**src/rtl/qbp_pkg.sv**
```systemverilog
package qbp_pkg;

    typedef enum logic [1:0] {
        PIN_SINK = 2'd0,
        PIN_KICK = 2'd1,
        PIN_HOLD = 2'd2
    } pin_mode_e;

    typedef struct packed {
        logic sink;
        logic kick;
        logic hold;
    } pin_en_t;

    function automatic pin_mode_e mode_of(input logic lat, input logic kick);
        if (!lat)
            return PIN_SINK;
        else if (kick)
            return PIN_KICK;
        else
            return PIN_HOLD;
    endfunction

    function automatic pin_en_t enables_of(input pin_mode_e m);
        pin_en_t e;
        case (m)
            PIN_SINK: e = '{sink: 1'b1, kick: 1'b0, hold: 1'b0};
            PIN_KICK: e = '{sink: 1'b0, kick: 1'b1, hold: 1'b1};
            PIN_HOLD: e = '{sink: 1'b0, kick: 1'b0, hold: 1'b1};
            default:  e = '{sink: 1'b1, kick: 1'b0, hold: 1'b0};
        endcase
        return e;
    endfunction

endpackage

```
**src/rtl/qbp_latch.sv**
```systemverilog
module qbp_latch #(
    parameter int PINS = 8
) (
    input  logic            clk,
    input  logic            rst,
    input  logic            wr_stb,
    input  logic [PINS-1:0] wr_data,
    output logic [PINS-1:0] latch_q,
    output logic [PINS-1:0] fresh
);
    always_ff @(posedge clk) begin
        if (rst)
            latch_q <= '1;
        else if (wr_stb)
            latch_q <= wr_data;
    end

    // pins this write lifts from low to high
    always_comb fresh = wr_stb ? (wr_data & ~latch_q) : '0;

    assert_latch_load_R2: assert property (@(posedge clk) disable iff (rst)
        wr_stb |=> latch_q == $past(wr_data));

    assert_latch_hold_R2: assert property (@(posedge clk) disable iff (rst)
        !wr_stb |=> $stable(latch_q));
endmodule

```
**src/rtl/qbp_kick.sv**
```systemverilog
module qbp_kick #(
    parameter int PINS = 8
) (
    input  logic            clk,
    input  logic            rst,
    input  logic            wr_stb,
    input  logic [PINS-1:0] wr_data,
    input  logic [PINS-1:0] fresh,
    input  logic            scl_fall,
    input  logic [PINS-1:0] latch_q,
    output logic [PINS-1:0] kick_q
);
    logic [PINS-1:0] keep;
    logic [PINS-1:0] kick_d;

    always_comb begin
        keep = scl_fall ? '0 : kick_q;
        if (wr_stb)
            keep = keep & wr_data;
        kick_d = keep | fresh;
    end

    always_ff @(posedge clk) begin
        if (rst)
            kick_q <= '0;
        else
            kick_q <= kick_d;
    end

    assert_kick_only_high_R4: assert property (@(posedge clk) disable iff (rst)
        (kick_q & ~latch_q) == '0);

    assert_kick_clear_R5: assert property (@(posedge clk) disable iff (rst)
        (scl_fall && !wr_stb) |=> kick_q == '0);

    assert_no_repulse_R6: assert property (@(posedge clk) disable iff (rst)
        wr_stb |=> (kick_q & ~$past(kick_q) & $past(latch_q)) == '0);
endmodule

```
**src/rtl/qbp_sync.sv**
```systemverilog
module qbp_sync #(
    parameter int PINS   = 8,
    parameter int STAGES = 2
) (
    input  logic            clk,
    input  logic            rst,
    input  logic [PINS-1:0] d,
    output logic [PINS-1:0] q
);
    logic [STAGES-1:0][PINS-1:0] chain;

    for (genvar s = 0; s < STAGES; s++) begin : g_stage
        if (s == 0) begin : g_first
            always_ff @(posedge clk) begin
                if (rst) chain[0] <= '1;
                else     chain[0] <= d;
            end
        end else begin : g_next
            always_ff @(posedge clk) begin
                if (rst) chain[s] <= '1;
                else     chain[s] <= chain[s-1];
            end
        end
    end

    assign q = chain[STAGES-1];
endmodule

```
**src/rtl/qbp_port_ctrl.sv**
```systemverilog
module qbp_port_ctrl #(
    parameter int PINS        = 8,
    parameter int SYNC_STAGES = 2
) (
    input  logic            clk,
    input  logic            rst,
    input  logic            wr_stb,
    input  logic [PINS-1:0] wr_data,
    input  logic            scl_fall,
    input  logic [PINS-1:0] pad_in,
    output logic [PINS-1:0] sink_en,
    output logic [PINS-1:0] kick_en,
    output logic [PINS-1:0] hold_en,
    output logic [PINS-1:0] rd_val
);
    import qbp_pkg::*;

    logic [PINS-1:0] latch_q;
    logic [PINS-1:0] fresh;
    logic [PINS-1:0] kick_q;

    qbp_latch #(.PINS(PINS)) u_latch (
        .clk(clk), .rst(rst), .wr_stb(wr_stb), .wr_data(wr_data),
        .latch_q(latch_q), .fresh(fresh)
    );

    qbp_kick #(.PINS(PINS)) u_kick (
        .clk(clk), .rst(rst), .wr_stb(wr_stb), .wr_data(wr_data),
        .fresh(fresh), .scl_fall(scl_fall), .latch_q(latch_q), .kick_q(kick_q)
    );

    qbp_sync #(.PINS(PINS), .STAGES(SYNC_STAGES)) u_sync (
        .clk(clk), .rst(rst), .d(pad_in), .q(rd_val)
    );

    for (genvar p = 0; p < PINS; p++) begin : g_pin
        pin_en_t en;
        always_comb en = enables_of(mode_of(latch_q[p], kick_q[p]));
        assign sink_en[p] = en.sink;
        assign kick_en[p] = en.kick;
        assign hold_en[p] = en.hold;

        assert_one_drive_R3: assert property (@(posedge clk) disable iff (rst)
            $countones({sink_en[p], hold_en[p]}) == 1);

        assert_kick_needs_hold_R4: assert property (@(posedge clk) disable iff (rst)
            kick_en[p] |-> hold_en[p]);
    end

    assert_reset_state_R1: assert property (@(posedge clk)
        rst |=> (sink_en == '0 && kick_en == '0 && hold_en == '1));
endmodule

```
**config.mk**
```make
export PLATFORM = sky130hd
export DESIGN_NAME = qbp_port_ctrl
export DESIGN_NICKNAME = d
export VERILOG_FILES = /design/src/rtl/qbp_pkg.sv /design/src/rtl/qbp_latch.sv /design/src/rtl/qbp_kick.sv /design/src/rtl/qbp_sync.sv /design/src/rtl/qbp_port_ctrl.sv
export SDC_FILE = /design/constraint.sdc
export NUM_CORES = 1
export LEC_CHECK = 0
export ABC_CLOCK_PERIOD_IN_PS = 1800
export BUFFER_PORTS_ARGS = -buffer_cell sky130_fd_sc_hd__buf_2
export CELL_PAD_IN_SITES_DETAIL_PLACEMENT = 0
export CELL_PAD_IN_SITES_GLOBAL_PLACEMENT = 2
export CORE_ASPECT_RATIO = 1.2
export CORE_MARGIN = 4
export CORE_UTILIZATION = 29
export CTS_BUF_LIST = sky130_fd_sc_hd__clkbuf_16
export DETAILED_ROUTE_END_ITERATION = 16
export PLACE_DENSITY = 0.78
export SETUP_SLACK_MARGIN = 0.4
export SYNTH_ARGS = -nofsm -noshare
export SYNTH_HDL_FRONTEND = slang
export SYNTH_SLANG_ARGS = --single-unit
```
**constraint.sdc**
```tcl
create_clock -name clk -period 1.8 [get_ports clk]
set_input_delay 0.54 -clock clk [delete_from_list [all_inputs] [get_ports clk]]
set_output_delay 0.54 -clock clk [all_outputs]
set_load 0.005 [all_outputs]
```
==> impl_metrics.prom <==
# TYPE chip_impl_metric gauge
chip_impl_info{name="status",value="finished, final reports clean"} 1
chip_impl_info{name="rsz_0062_raised_after_global_routing",value="true"} 1
chip_impl_metric{name="leakage",unit="uW"} 0.000841
chip_impl_metric{name="grt_pass1_wl",unit="um"} 4310
chip_impl_metric{name="yosys-mux-area-fraction",unit=""} 0
chip_impl_metric{name="core-area",unit="um^2"} 4330
chip_impl_metric{name="multi_input_area",unit="um^2"} 534
chip_impl_metric{name="routed_wirelength",unit="um"} 2540
chip_impl_metric{name="synth_compound_area_frac",unit=""} 0.122
chip_impl_metric{name="grt.met1_usage",unit=""} 0.0973
chip_impl_metric{name="vias",unit=""} 922
chip_impl_metric{name="vdd.ir_drop.worst",unit="mV"} 0.554
chip_impl_metric{name="p_per_area",unit="nW/um^2"} 1030
chip_impl_metric{name="cts_inserted_buffers",unit=""} 5
chip_impl_info{name="final_common_cell",value="buf_2"} 1
chip_impl_info{name="synth_top_cell_by_area",value="dfxtp_1"} 1
chip_impl_metric{name="fillers",unit=""} 434
chip_impl_metric{name="fmaxAchievable",unit="GHz"} 0.710
chip_impl_metric{name="clk-insertion-delay-late",unit="ns"} 0.27
chip_impl_metric{name="groute.usage.overall",unit=""} 0.0979
chip_impl_metric{name="top_fanout_value_on_the_critical_path",unit=""} 5
chip_impl_metric{name="postCtsHoldBufs",unit=""} 0
chip_impl_metric{name="hold_path_depth",unit=""} 1
chip_impl_metric{name="floorplan.io_pins",unit=""} 52
chip_impl_info{name="clock_tree.root_cell",value="clkbuf_16"} 1
chip_impl_info{name="main_area_contributors_after_synthesis",value="dfxtp_1 (49%), a211oi_2 (7.6%), nand2b_1 (7.6%)"} 1
chip_impl_metric{name="start_util",unit=""} 0.303
chip_impl_metric{name="clk_transition_reported_paths",unit="ns"} 0.05
chip_impl_metric{name="cpPeakStageDelay",unit="ns"} 0.35
chip_impl_metric{name="dieWidth",unit="um"} 69.4
chip_impl_metric{name="synth_sequential_area_ratio",unit=""} 0.489
chip_impl_metric{name="first_global_vias",unit=""} 963
chip_impl_info{name="end_kind",value="output pin"} 1
chip_impl_metric{name="port-buffer-count",unit=""} 51
chip_impl_metric{name="h-tree-depth",unit=""} 2
chip_impl_metric{name="drt_iter0_markers",unit=""} 19
chip_impl_metric{name="netlist_instances",unit=""} 133
chip_impl_metric{name="setup_tns",unit="ns"} 0
chip_impl_metric{name="die_height",unit="um"} 81.7
chip_impl_metric{name="floorplan.rows",unit=""} 26
chip_impl_metric{name="gp_congestion",unit=""} 0.679
chip_impl_metric{name="grt.met2_usage",unit=""} 0.176
chip_impl_metric{name="grt_overflow",unit=""} 0
chip_impl_metric{name="length_in_cells_of_the_worst_reg_to_reg_path",unit=""} 4
chip_impl_info{name="critical_path_class",value="flop to output pin"} 1
chip_impl_metric{name="yosys_warnings",unit=""} 0
chip_impl_metric{name="cts.sinks",unit=""} 32
chip_impl_info{name="synth_top_family_by_area",value="simple AND/OR/NAND/NOR gates"} 1
chip_impl_info{name="tritoncts",value="yes"} 1
chip_impl_metric{name="tightest_slew",unit="ns"} 0.531
chip_impl_metric{name="timing.slew.headroom",unit=""} 0.646
chip_impl_info{name="worst_hold_path_type",value="flop to flop"} 1
chip_impl_metric{name="post-route-min-period",unit="ns"} 1.41
chip_impl_metric{name="xor_and_xnor_fraction_of_the_mapped_netlist_area",unit=""} 0
chip_impl_metric{name="layout-drive-gt1-share",unit=""} 0.617
chip_impl_metric{name="antenna_found_initial",unit=""} 0
chip_impl_metric{name="detailed_place_hpwl",unit="um"} 1830
chip_impl_metric{name="floorplan.die_area",unit="um^2"} 5670
chip_impl_metric{name="grt.met3_usage",unit=""} 0.0330
chip_impl_metric{name="report.final.setup_viol",unit=""} 0
chip_impl_metric{name="fin_ws",unit="ns"} 0.392
chip_impl_info{name="timing.critical_path.cells",value="and2_4, buf_6"} 1
chip_impl_metric{name="synth_fp_nets",unit=""} 153
chip_impl_metric{name="seq_area",unit="um^2"} 661
chip_impl_metric{name="synth.avg_cell_area",unit="um^2"} 9.86
chip_impl_metric{name="mappedNetlistArea",unit="um^2"} 1310
chip_impl_metric{name="worst-endpoint-required",unit="ns"} 1.26
chip_impl_metric{name="ys_ff_latch",unit=""} 32
chip_impl_metric{name="antenna_left",unit=""} 0
chip_impl_metric{name="viasPerCell",unit=""} 3.99
chip_impl_metric{name="max_clock_skew",unit="ns"} 0.00301
chip_impl_metric{name="critical_path_arrival",unit="ns"} 0.87
chip_impl_info{name="globalRoute.busiestLayer",value="met2"} 1
chip_impl_metric{name="finish.net_count",unit=""} 194
chip_impl_info{name="timing.critical_path.slowest_stage_cell",value="dfxtp_4"} 1
chip_impl_metric{name="insertedDiodeCount",unit=""} 0
chip_impl_metric{name="final-hold-violation-count",unit=""} 0
chip_impl_metric{name="post_synth_fa_ha_maj_area_fraction",unit=""} 0
chip_impl_metric{name="yosys.cell_types.count",unit=""} 14
chip_impl_info{name="critical_path.startpoint_type",value="flop"} 1
chip_impl_metric{name="finalHoldWorstSlack",unit="ns"} 0.403
chip_impl_metric{name="post-route-drc-count",unit=""} 0
chip_impl_metric{name="yosys.area_share.simple",unit=""} 0.274
chip_impl_metric{name="final_number_of_max_transition_violations",unit=""} 0
chip_impl_info{name="highest_count_cells_in_the_layout_ignoring_fill_and_taps",value="buf_2 (45), dfxtp_1 (20), nand2b_1 (16), or2_2 (16), dfxtp_2 (10)"} 1
chip_impl_metric{name="max_clock_buf_depth",unit=""} 2
chip_impl_metric{name="synth_top_cell_area_share",unit=""} 0.489
chip_impl_metric{name="first_drt_pass_iteration_count",unit=""} 4
chip_impl_metric{name="final_min_period_over_clock_period",unit=""} 0.782
chip_impl_metric{name="avgRoutedWirePerCell",unit="um"} 11.0
chip_impl_metric{name="pre_cts_slack",unit="ns"} 0.478
chip_impl_metric{name="area_growth",unit="%"} 36.2
chip_impl_metric{name="maximum_number_of_pins_on_one_net_before_global_route_repair",unit=""} 33
chip_impl_metric{name="max_cap_viol_count",unit=""} 0
==> worst max-delay path: cells and delay by family (launching register included) <==
kind,cells,cell delay (ns)
DFF,1,0.35
and+or+nand+nor,1,0.14
buffers and inverters,1,0.11
==> synth_stat cells (all sizes together) <==
| library cell | count |
|---|---|
| inv | 8 |
| dfxtp | 32 |
| clkbuf | 10 |
| or2 | 16 |
| a211oi | 8 |
| o21bai | 8 |
| and2 | 8 |
| nor2b | 3 |
| nor2 | 8 |
| buf | 11 |
| nand2b | 16 |
| and2b | 5 |
==> kinds of logic (layout without fill, tap and decap cells) <==
family	count (synthesis)	after routing
and+or+nand+nor	56	56
buffers and inverters	29	71
DFF	32	32
AOI/OAI and AO/OA	16	16
==> power breakdown <==
group	internal (uW)	switching (uW)
clock network	648	284
registers	741	15.9
logic	84.5	62.3
total	1470	363
==> routing by layer <==
layer  up-vias  part of all wire  wire [um]
met2        29              0.51       1300
met1       412              0.40       1010
li1        476                 -          -
met4         0             0.020         51
met3         5             0.069        175
met5         -                 0          0
==> sequential cells by signal (all words and copies together), names as in the netlist <==
register / flops
u_kick.kick_q: 8
u_sync.chain: 8
u_sync.q: 8
u_latch.latch_q: 8
==> path summary, 6_finish.rpt <==
kind	slack [ns]	from	end
setup reg to reg	0.78	u_latch.latch_q[2]	u_kick.kick_q[2]
hold reg to reg	0.40	u_sync.chain[1]	u_sync.q[1]
setup / recovery	0.39	u_latch.latch_q[3]	kick_en[3]
hold / removal	0.40	u_sync.chain[1]	u_sync.q[1]
==> final cells by class <==
cell class	count	share of cell area
Tap cell	56	0.0392
Multi-Input combinational cell	72	0.299
Timing Repair Buffer	55	0.181
Sequential cell	32	0.370
Inverter	8	0.0168
Clock buffer	5	0.0701
Clock inverter	3	0.0238
==> timing repair <==
item	4_1_cts	5_1_grt
setup endpoints to repair	8	8
resized for setup	9	17
pin swaps	0	0
setup buffers	2	2
==> through the flow <==
stage | total power [uW] | cell area [um^2] | instances | util
CTS | 1860 | 1710 | 229 | 0.395
global placement | 901 | 1520 | 219 | 0.350
global route | 1920 | 1790 | 231 | 0.413
floorplan | 859 | 1310 | 133 | -
detailed placement | 907 | 1520 | 219 | 0.350
finish | 1840 | 1790 | 231 | 0.413
Note: power is estimated with default switching activity, not from simulation.
